## src/rtl/ilv_pkg.sv

```systemverilog
package ilv_pkg;

    // Per-bank recovery state
    typedef enum logic {
        BK_READY   = 1'b0,
        BK_RECOVER = 1'b1
    } bank_state_e;

    // Read-response state
    typedef enum logic {
        RS_IDLE   = 1'b0,
        RS_RETURN = 1'b1
    } rsp_state_e;

    // Counter width able to hold a count of n (at least one bit)
    function automatic int unsigned cnt_width(input int unsigned n);
        return (n < 1) ? 1 : $clog2(n + 1);
    endfunction

endpackage

```

## src/rtl/ilv_bank_decode.sv

```systemverilog
module ilv_bank_decode #(
    parameter int unsigned ADDR_W  = 32,
    parameter int unsigned OFF_W   = 2,
    localparam int unsigned BANK_AW = ADDR_W - OFF_W - 1
) (
    input  logic [ADDR_W-1:0]  byte_addr,
    output logic               bank_sel,
    output logic [BANK_AW-1:0] bank_word
);

    // The bit just above the byte offset is the double-word parity.
    always_comb begin
        bank_sel  = byte_addr[OFF_W];
        bank_word = byte_addr[ADDR_W-1:OFF_W+1];
    end

endmodule

```

## src/rtl/ilv_bank_timer.sv

```systemverilog
module ilv_bank_timer
    import ilv_pkg::*;
#(
    parameter int unsigned TPRE = 3
) (
    input  logic clk,
    input  logic rst_n,
    input  logic fire,
    output logic busy
);

    localparam int unsigned CNT_W = cnt_width(TPRE);
    localparam logic [CNT_W-1:0] LOAD_VAL = CNT_W'(TPRE);
    localparam logic [CNT_W-1:0] LAST_VAL = CNT_W'(1);

    bank_state_e      state_q, state_d;
    logic [CNT_W-1:0] cnt_q, cnt_d;

    // State register
    always_ff @(posedge clk or negedge rst_n) begin
        if (!rst_n) begin
            state_q <= BK_READY;
            cnt_q   <= '0;
        end else begin
            state_q <= state_d;
            cnt_q   <= cnt_d;
        end
    end

    // Next state and counter
    always_comb begin
        state_d = state_q;
        cnt_d   = cnt_q;
        unique case (state_q)
            BK_READY: begin
                if (fire && (TPRE != 0)) begin
                    state_d = BK_RECOVER;
                    cnt_d   = LOAD_VAL;
                end
            end
            BK_RECOVER: begin
                if (cnt_q == LAST_VAL) begin
                    state_d = BK_READY;
                    cnt_d   = '0;
                end else begin
                    cnt_d = cnt_q - LAST_VAL;
                end
            end
            default: begin
                state_d = BK_READY;
                cnt_d   = '0;
            end
        endcase
    end

    // Outputs
    always_comb begin
        unique case (state_q)
            BK_READY:   busy = 1'b0;
            BK_RECOVER: busy = 1'b1;
            default:    busy = 1'b0;
        endcase
    end

endmodule

```

## src/rtl/ilv_resp_path.sv

```systemverilog
module ilv_resp_path
    import ilv_pkg::*;
#(
    parameter int unsigned DATA_W = 32
) (
    input  logic              clk,
    input  logic              rst_n,
    input  logic              rd_fire,
    input  logic              fire_bank,
    input  logic [DATA_W-1:0] bank0_rdata,
    input  logic [DATA_W-1:0] bank1_rdata,
    output logic              rsp_valid,
    output logic [DATA_W-1:0] rsp_rdata
);

    rsp_state_e state_q, state_d;
    logic       src_q, src_d;

    // State register
    always_ff @(posedge clk or negedge rst_n) begin
        if (!rst_n) begin
            state_q <= RS_IDLE;
            src_q   <= 1'b0;
        end else begin
            state_q <= state_d;
            src_q   <= src_d;
        end
    end

    // Next state: remember which bank serves the read in flight
    always_comb begin
        state_d = state_q;
        src_d   = src_q;
        unique case (state_q)
            RS_IDLE: begin
                if (rd_fire) begin
                    state_d = RS_RETURN;
                    src_d   = fire_bank;
                end
            end
            RS_RETURN: begin
                if (rd_fire) begin
                    state_d = RS_RETURN;
                    src_d   = fire_bank;
                end else begin
                    state_d = RS_IDLE;
                end
            end
            default: state_d = RS_IDLE;
        endcase
    end

    // Outputs
    always_comb begin
        rsp_valid = 1'b0;
        rsp_rdata = '0;
        unique case (state_q)
            RS_IDLE: begin
                rsp_valid = 1'b0;
                rsp_rdata = '0;
            end
            RS_RETURN: begin
                rsp_valid = 1'b1;
                rsp_rdata = src_q ? bank1_rdata : bank0_rdata;
            end
            default: begin
                rsp_valid = 1'b0;
                rsp_rdata = '0;
            end
        endcase
    end

endmodule

```

## src/rtl/ilv_bank_steer.sv

```systemverilog
module ilv_bank_steer
    import ilv_pkg::*;
#(
    parameter int unsigned ADDR_W = 32,
    parameter int unsigned DATA_W = 32,
    parameter int unsigned TPRE   = 3,
    localparam int unsigned BE_W    = DATA_W / 8,
    localparam int unsigned OFF_W   = $clog2(BE_W),
    localparam int unsigned BANK_AW = ADDR_W - OFF_W - 1
) (
    input  logic               clk,
    input  logic               rst_n,
    input  logic               req_valid,
    input  logic               req_write,
    input  logic [ADDR_W-1:0]  req_addr,
    input  logic [BE_W-1:0]    req_be,
    input  logic [DATA_W-1:0]  req_wdata,
    output logic               req_ready,
    output logic               rsp_valid,
    output logic [DATA_W-1:0]  rsp_rdata,
    output logic               bank0_en,
    output logic               bank0_we,
    output logic [BANK_AW-1:0] bank0_addr,
    output logic [BE_W-1:0]    bank0_be,
    output logic [DATA_W-1:0]  bank0_wdata,
    input  logic [DATA_W-1:0]  bank0_rdata,
    output logic               bank1_en,
    output logic               bank1_we,
    output logic [BANK_AW-1:0] bank1_addr,
    output logic [BE_W-1:0]    bank1_be,
    output logic [DATA_W-1:0]  bank1_wdata,
    input  logic [DATA_W-1:0]  bank1_rdata
);

    localparam int unsigned NBANK = 2;

    logic               sel;
    logic [BANK_AW-1:0] word_addr;
    logic [NBANK-1:0]   busy;
    logic [NBANK-1:0]   fire;
    logic               accept;

    ilv_bank_decode #(
        .ADDR_W (ADDR_W),
        .OFF_W  (OFF_W)
    ) u_decode (
        .byte_addr (req_addr),
        .bank_sel  (sel),
        .bank_word (word_addr)
    );

    // The requested bank alone decides whether the request may go.
    always_comb begin
        req_ready = !busy[sel];
        accept    = req_valid && req_ready;
    end

    for (genvar b = 0; b < NBANK; b++) begin : g_bank
        always_comb fire[b] = accept && (sel == 1'(b));

        ilv_bank_timer #(
            .TPRE (TPRE)
        ) u_timer (
            .clk   (clk),
            .rst_n (rst_n),
            .fire  (fire[b]),
            .busy  (busy[b])
        );
    end

    // Bank port fan-out: both banks see the payload, only one sees a strobe.
    always_comb begin
        bank0_en    = fire[0];
        bank0_we    = fire[0] && req_write;
        bank0_addr  = word_addr;
        bank0_be    = req_be;
        bank0_wdata = req_wdata;
        bank1_en    = fire[1];
        bank1_we    = fire[1] && req_write;
        bank1_addr  = word_addr;
        bank1_be    = req_be;
        bank1_wdata = req_wdata;
    end

    ilv_resp_path #(
        .DATA_W (DATA_W)
    ) u_resp (
        .clk         (clk),
        .rst_n       (rst_n),
        .rd_fire     (accept && !req_write),
        .fire_bank   (sel),
        .bank0_rdata (bank0_rdata),
        .bank1_rdata (bank1_rdata),
        .rsp_valid   (rsp_valid),
        .rsp_rdata   (rsp_rdata)
    );

endmodule

```

## config.mk

```make
export PLATFORM = sky130hd
export DESIGN_NAME = ilv_bank_steer
export DESIGN_NICKNAME = d
export VERILOG_FILES = /design/src/rtl/ilv_pkg.sv /design/src/rtl/ilv_bank_decode.sv /design/src/rtl/ilv_bank_timer.sv /design/src/rtl/ilv_resp_path.sv /design/src/rtl/ilv_bank_steer.sv
export SDC_FILE = /design/constraint.sdc
export NUM_CORES = 1
export LEC_CHECK = 0
export CAP_MARGIN = 15
export CORE_AREA = 2 2 119 121
export DETAILED_ROUTE_END_ITERATION = 7
export DIE_AREA = 0 0 121 123
export GPL_ROUTABILITY_DRIVEN = 0
export PLACE_DENSITY = 0.53
export SLEW_MARGIN = 40
export SYNTH_ARGS = -nofsm -noshare
export SYNTH_HDL_FRONTEND = slang
export SYNTH_HIERARCHICAL = 1
export SYNTH_SLANG_ARGS = --single-unit
```

## constraint.sdc

```tcl
create_clock -name clk -period 2.11 [get_ports clk]
set_input_delay 0.5275 -clock clk [delete_from_list [all_inputs] [get_ports clk]]
set_output_delay 0.5275 -clock clk [all_outputs]
set_load 0.03 [all_outputs]
```

* After elaboration in Yosys (flattened, before gate mapping)
Index checks and enable logic that the tools add are counted.
Word-level totals: output and inout port bits 168, register bits after elaboration 8, logic and storage cells 46, input bits 136
Cells by class: mux-type cells 21, add/subtract/negate cells 2, reductions and logical operators 8, eq/ne operators 4, bitwise gates (word level) 4, order comparisons 1
Operator list (number):
- $pmux W32 S2 | 1
- $mux W32 | 1
- $pmux W1 S2 | 5
- $mux W1 | 8
- $mux W2 | 4
- $pmux W2 S2 | 2
- $logic_and A1 B1 Y1 | 6
- $eq A2 B1 Y1 const B | 2
- $ne A2 B2 Y1 const B | 2
- $not A1 Y1 | 4
- $sub A2 B1 Y2 const B | 2
- $logic_not A1 Y1 | 2
- $lt A1 B2 Y1 const B | 1

* Logic depth before layout (Yosys ltp)
Gate-level depths: netlist of run 1.
depth in word-level cells 9, gate-level depth with buffers 5, depth with buffers taken out 4

* Hierarchy
Netlist of run 1, hierarchy kept.
By module, submodules not included:
- ilv_bank_steer | cells an instance 108, times used 1, seq. area each 0.0 um^2, area an instance 810.8 um^2
- ilv_resp_path | cells an instance 74, times used 1, seq. area each 50.0 um^2, area an instance 664.4 um^2
- ilv_bank_timer | cells an instance 11, times used 2, seq. area each 75.1 um^2, area an instance 125.1 um^2
- ilv_bank_decode | cells an instance 30, times used 1, seq. area each 0.0 um^2, area an instance 225.2 um^2

* Worst setup path before layout of run 1
OpenSTA, ideal clock, no wires.
path kind input-to-output, from in req_addr[2], to out bank0_we, stages on the path 3, path buffers 1, required time 1582 ps, data arrival time 1563 ps, path slack 19 ps, cells stage by stage buf_4 -> nor3b_2 -> and2_1
On the way: longest elaborated chain between the ends 6, elaborated cells on any way between the ends 7, those cells by class mux (2); bitwise (1); reduce/logical (4)
RTL lines:
- from (decl) | RTL line ilv_bank_steer.sv:15 | input logic [ADDR_W-1:0] req_addr,
- $mux W1 (not written as such) (2 in series) | RTL line ilv_bank_steer.sv:54 | req_ready = !busy[sel];
- $logic_not A1 Y1 | RTL line ilv_bank_steer.sv:54
- $logic_and A1 B1 Y1 | RTL line ilv_bank_steer.sv:55 | accept = req_valid && req_ready;
- $logic_and A1 B1 Y1 * | RTL line ilv_bank_steer.sv:59 | always_comb fire[b] = accept && (sel == 1'(b));
- net bank0_en | RTL line ilv_bank_steer.sv:21 | output logic bank0_en,
- $logic_and A1 B1 Y1 * | RTL line ilv_bank_steer.sv:74 | bank0_we = fire[0] && req_write;
- to (decl) | RTL line ilv_bank_steer.sv:22 | output logic bank0_we,
Mark *: on every way through the listed nets, which the timed path passes. The rest lies on a longest branch. The select of a mux whose other input is x is not followed.

* Worst setup path after layout of run 1
from in req_write, to out bank1_we
On the way: longest elaborated chain between the ends 1
RTL lines:
- from (decl) | RTL line ilv_bank_steer.sv:14 | input logic req_write,
- $logic_and A1 B1 Y1 | RTL line ilv_bank_steer.sv:79 | bank1_we = fire[1] && req_write;
- to (decl) | RTL line ilv_bank_steer.sv:28 | output logic bank1_we,
Every way passes these cells.

==> results of run 1 <==
==> report_power, final <==
group	internal [mW]	leakage [nW]	switching (mW)
Sequential	0.230	0.0921	0.0725
Combinational	0.634	0.862	0.599
Clock	0.251	0.0382	0.0714
==> critical path, stage by stage <==
cell and delay, ns:
clkdlybuf4s50_1 0.49, nor3b_1 0.18, buf_4 0.19
==> metrics by stage <==
step / std cells / cell area [um2] / util (%) / hold WS [ns] / worst slack [ns]
6_report: 392 / 2250 / 16.53 / 0.5155 / 0.1849
5_1_grt: 392 / 2250 / 16.53 / 0.5438 / 0.1103
4_1_cts: 392 / 2238 / 16.44 / 0.5230 / 0.008981
3_5_place_dp: 388 / 2160 / 15.87 / 0.5154 / 0.02198
3_3_place_gp: 388 / 2160 / 15.87 / 0.5044 / -0.005705
2_1_floorplan: 234 / 1951 / - / 0.2319 / 0.01950
==> routing by layer <==
metal / wire length (um) / track usage (%) / vias up
li1: - / - / 569
met1: 1418 / 4.411 / 509
met2: 1976 / 8.848 / 126
met3: 759 / 2.399 / 34
met4: 180 / 2.907 / 0
met5: 0 / 0 / -
==> kinds of logic (layout without fill, tap and decap cells) <==
kind of cell,after synthesis,after routing
muxes,34,34
buffers and inverters,140,118
adders and majority gates,2,2
AOI/OAI and AO/OA,8,8
DFF,8,8
and+or+nand+nor,42,42
==> layout by cell type, fill, tap and decap left out, types with 2 or more instances in the layout <==
cell type	count
inv_1	2
dfrtp_1	7
buf_4	41
dlymetal6s2s_1	2
o21ai_0	2
nor2_1	3
mux2i_1	33
ha_1	2
a21oi_1	4
clkbuf_16	3
nor2b_1	34
clkdlybuf4s50_1	66
o31a_1	2
buf_12	3
==> worst min-delay path by stage <==
stage                                             to  slack (ns)  cells after the start
after CTS                 g_bank[1].u_timer/cnt_q[1]        0.52                      2
after detailed placement  g_bank[0].u_timer/cnt_q[1]        0.52                      2
after global placement    g_bank[0].u_timer/cnt_q[1]        0.50                      2
final                     g_bank[0].u_timer/cnt_q[1]        0.52                      2
after floorplan           g_bank[0].u_timer/cnt_q[0]        0.23                      0
after global routing      g_bank[1].u_timer/cnt_q[1]        0.54                      2
==> what timing repair did <==
item,4_1_cts,5_1_grt
endpoints found under the setup margin,0,5
setup buffers,0,0
resized for setup,0,3
==> area by class of cell <==
cell class | count | area, um2 | share of cell area, %
tap | 180 | 225.2 | 10.01
sequential | 8 | 201.4 | 8.954
timing repair buffer | 112 | 1054 | 46.83
clock buffer | 4 | 78.83 | 3.504
multi-input combinational | 86 | 683.2 | 30.37
inverter | 2 | 7.507 | 0.3337
==> flip-flops by register name, summed over array words and instances (netlist names) <==
| name | flops |
|---|---|
| g_bank.u_timer/cnt_q | 4 |
| g_bank.u_timer/state_q | 2 |
| u_resp/src_q | 1 |
| u_resp/state_q | 1 |
==> qor.yml, run 1 <==
yosysMostFrequentCell: "buf_4"
hold_buffers: 0
fin_tns_setup_ns: 0
synth-edff-count: 0
ys_types: 19
cp_max_fo: 3
grt_pass1_vias: 1174
cts_buffers: 3
drt_pass1_iterations: 2
synth_top_family_by_area: "buffers and inverters"
postRouteAntennaNets: 0
slew-limit-headroom_pct: 75.35
core_um2: 13610
drt-initial-drc-count: 7
grt_pass1_wl_um: 5892
synth_area_leaders: "buf_4 50%, mux2i_1 17%, nor2b_1 11%"
viasPerCell: 3.158
min_from: "g_bank[0].u_timer/cnt_q[1]"
syn_avg_cell_area_um2: 8.336
drc: 0
maxCapViolCount: 0
area_delta_synth_final_pct: 15.33
path_clk_slew_ns: 0.03
min_period_over_period_pct: 91.24
syn_area_um2: 1951
vdd_drop_max_mv: 0.4656
r2r_end: "u_resp/src_q"
die_w_um: 121
place_hpwl_um: 3444
async_flop_share_pct: 100.0
routedWlPerCell_um: 11.06
fillers: 1509
die_area_um2: 14880
numPortBuffers: 106
fmax_mhz: 519.5
totalWireLength_um: 4335
hold_violations: 0
cts_tree: "yes"
p_per_area_nw_per_um2: 826.2
setup.worst_path.class: "in2out"
overflow: 0
setup_viol: 0
yosysTopAreaCell: "buf_4"
synth_compound_area_share_pct: 2.437
netlist_top_cells_count: "131 x buf_4, 34 x nor2b_1, 33 x mux2i_1"
antenna_cells: 0
skew_ns: 0.004831
synth_cells: 234
clock_sinks: 8
status: "complete, no violations"
synthMuxAreaShare_pct: 17.51
p_total_mw: 1.859
critPathLaunchType: "input port"
nets: 351
io-pin-count: 304
syn-num-nets: 372
synth_top_area_share_pct: 50.42
r2r_start: "g_bank[0].u_timer/state_q"
rsz0062_at_grt: "false"
clockBufferDepth: 2
grt_max_degree: 34
hp-class: "reg2reg"
ys_warn_count: 6
synth_simple_gate_area_share_pct: 13.47
ys_dominant_reg_cell: "dfrtp_1"
critical_path.startpoint: "req_write"
worstPathRequired_ns: 1.58
crit_end: "bank1_we"
num_vias: 1238
ys_ff_latch: 8
worstPathArrival_ns: 1.40
insertion_delay_ns: 0.23
htreeDepth: 1
rows: 43
drive_gt1_share_pct: 23.58
synthAdderAreaFrac_pct: 1.283
cts-root-buf: "clkbuf_16"
track_usage_pct: 4.892
ff2ff_path_depth: 4
end_kind: "output pin"
r2r_slack_ns: 0.71
antenna_found_initial: 0
die-height_um: 123
period_minus_slack_ns: 1.925
synth_xor_area_share_pct: 0
start_util_pct: 14.33
power.leakage_nw: 0.9920
seq_area_frac_synth_pct: 10.26
tightest_slew_ns: 0.3686
finalMaxSlewViolations: 0
Note: power is estimated with default switching activity, not from simulation.
==> run 2, diff against run 1 <==
TNS_END_PERCENT = 20   (was not set)
==> results of run 2 <==
The final DEF is identical to that of run 1; final timing and power are the same.
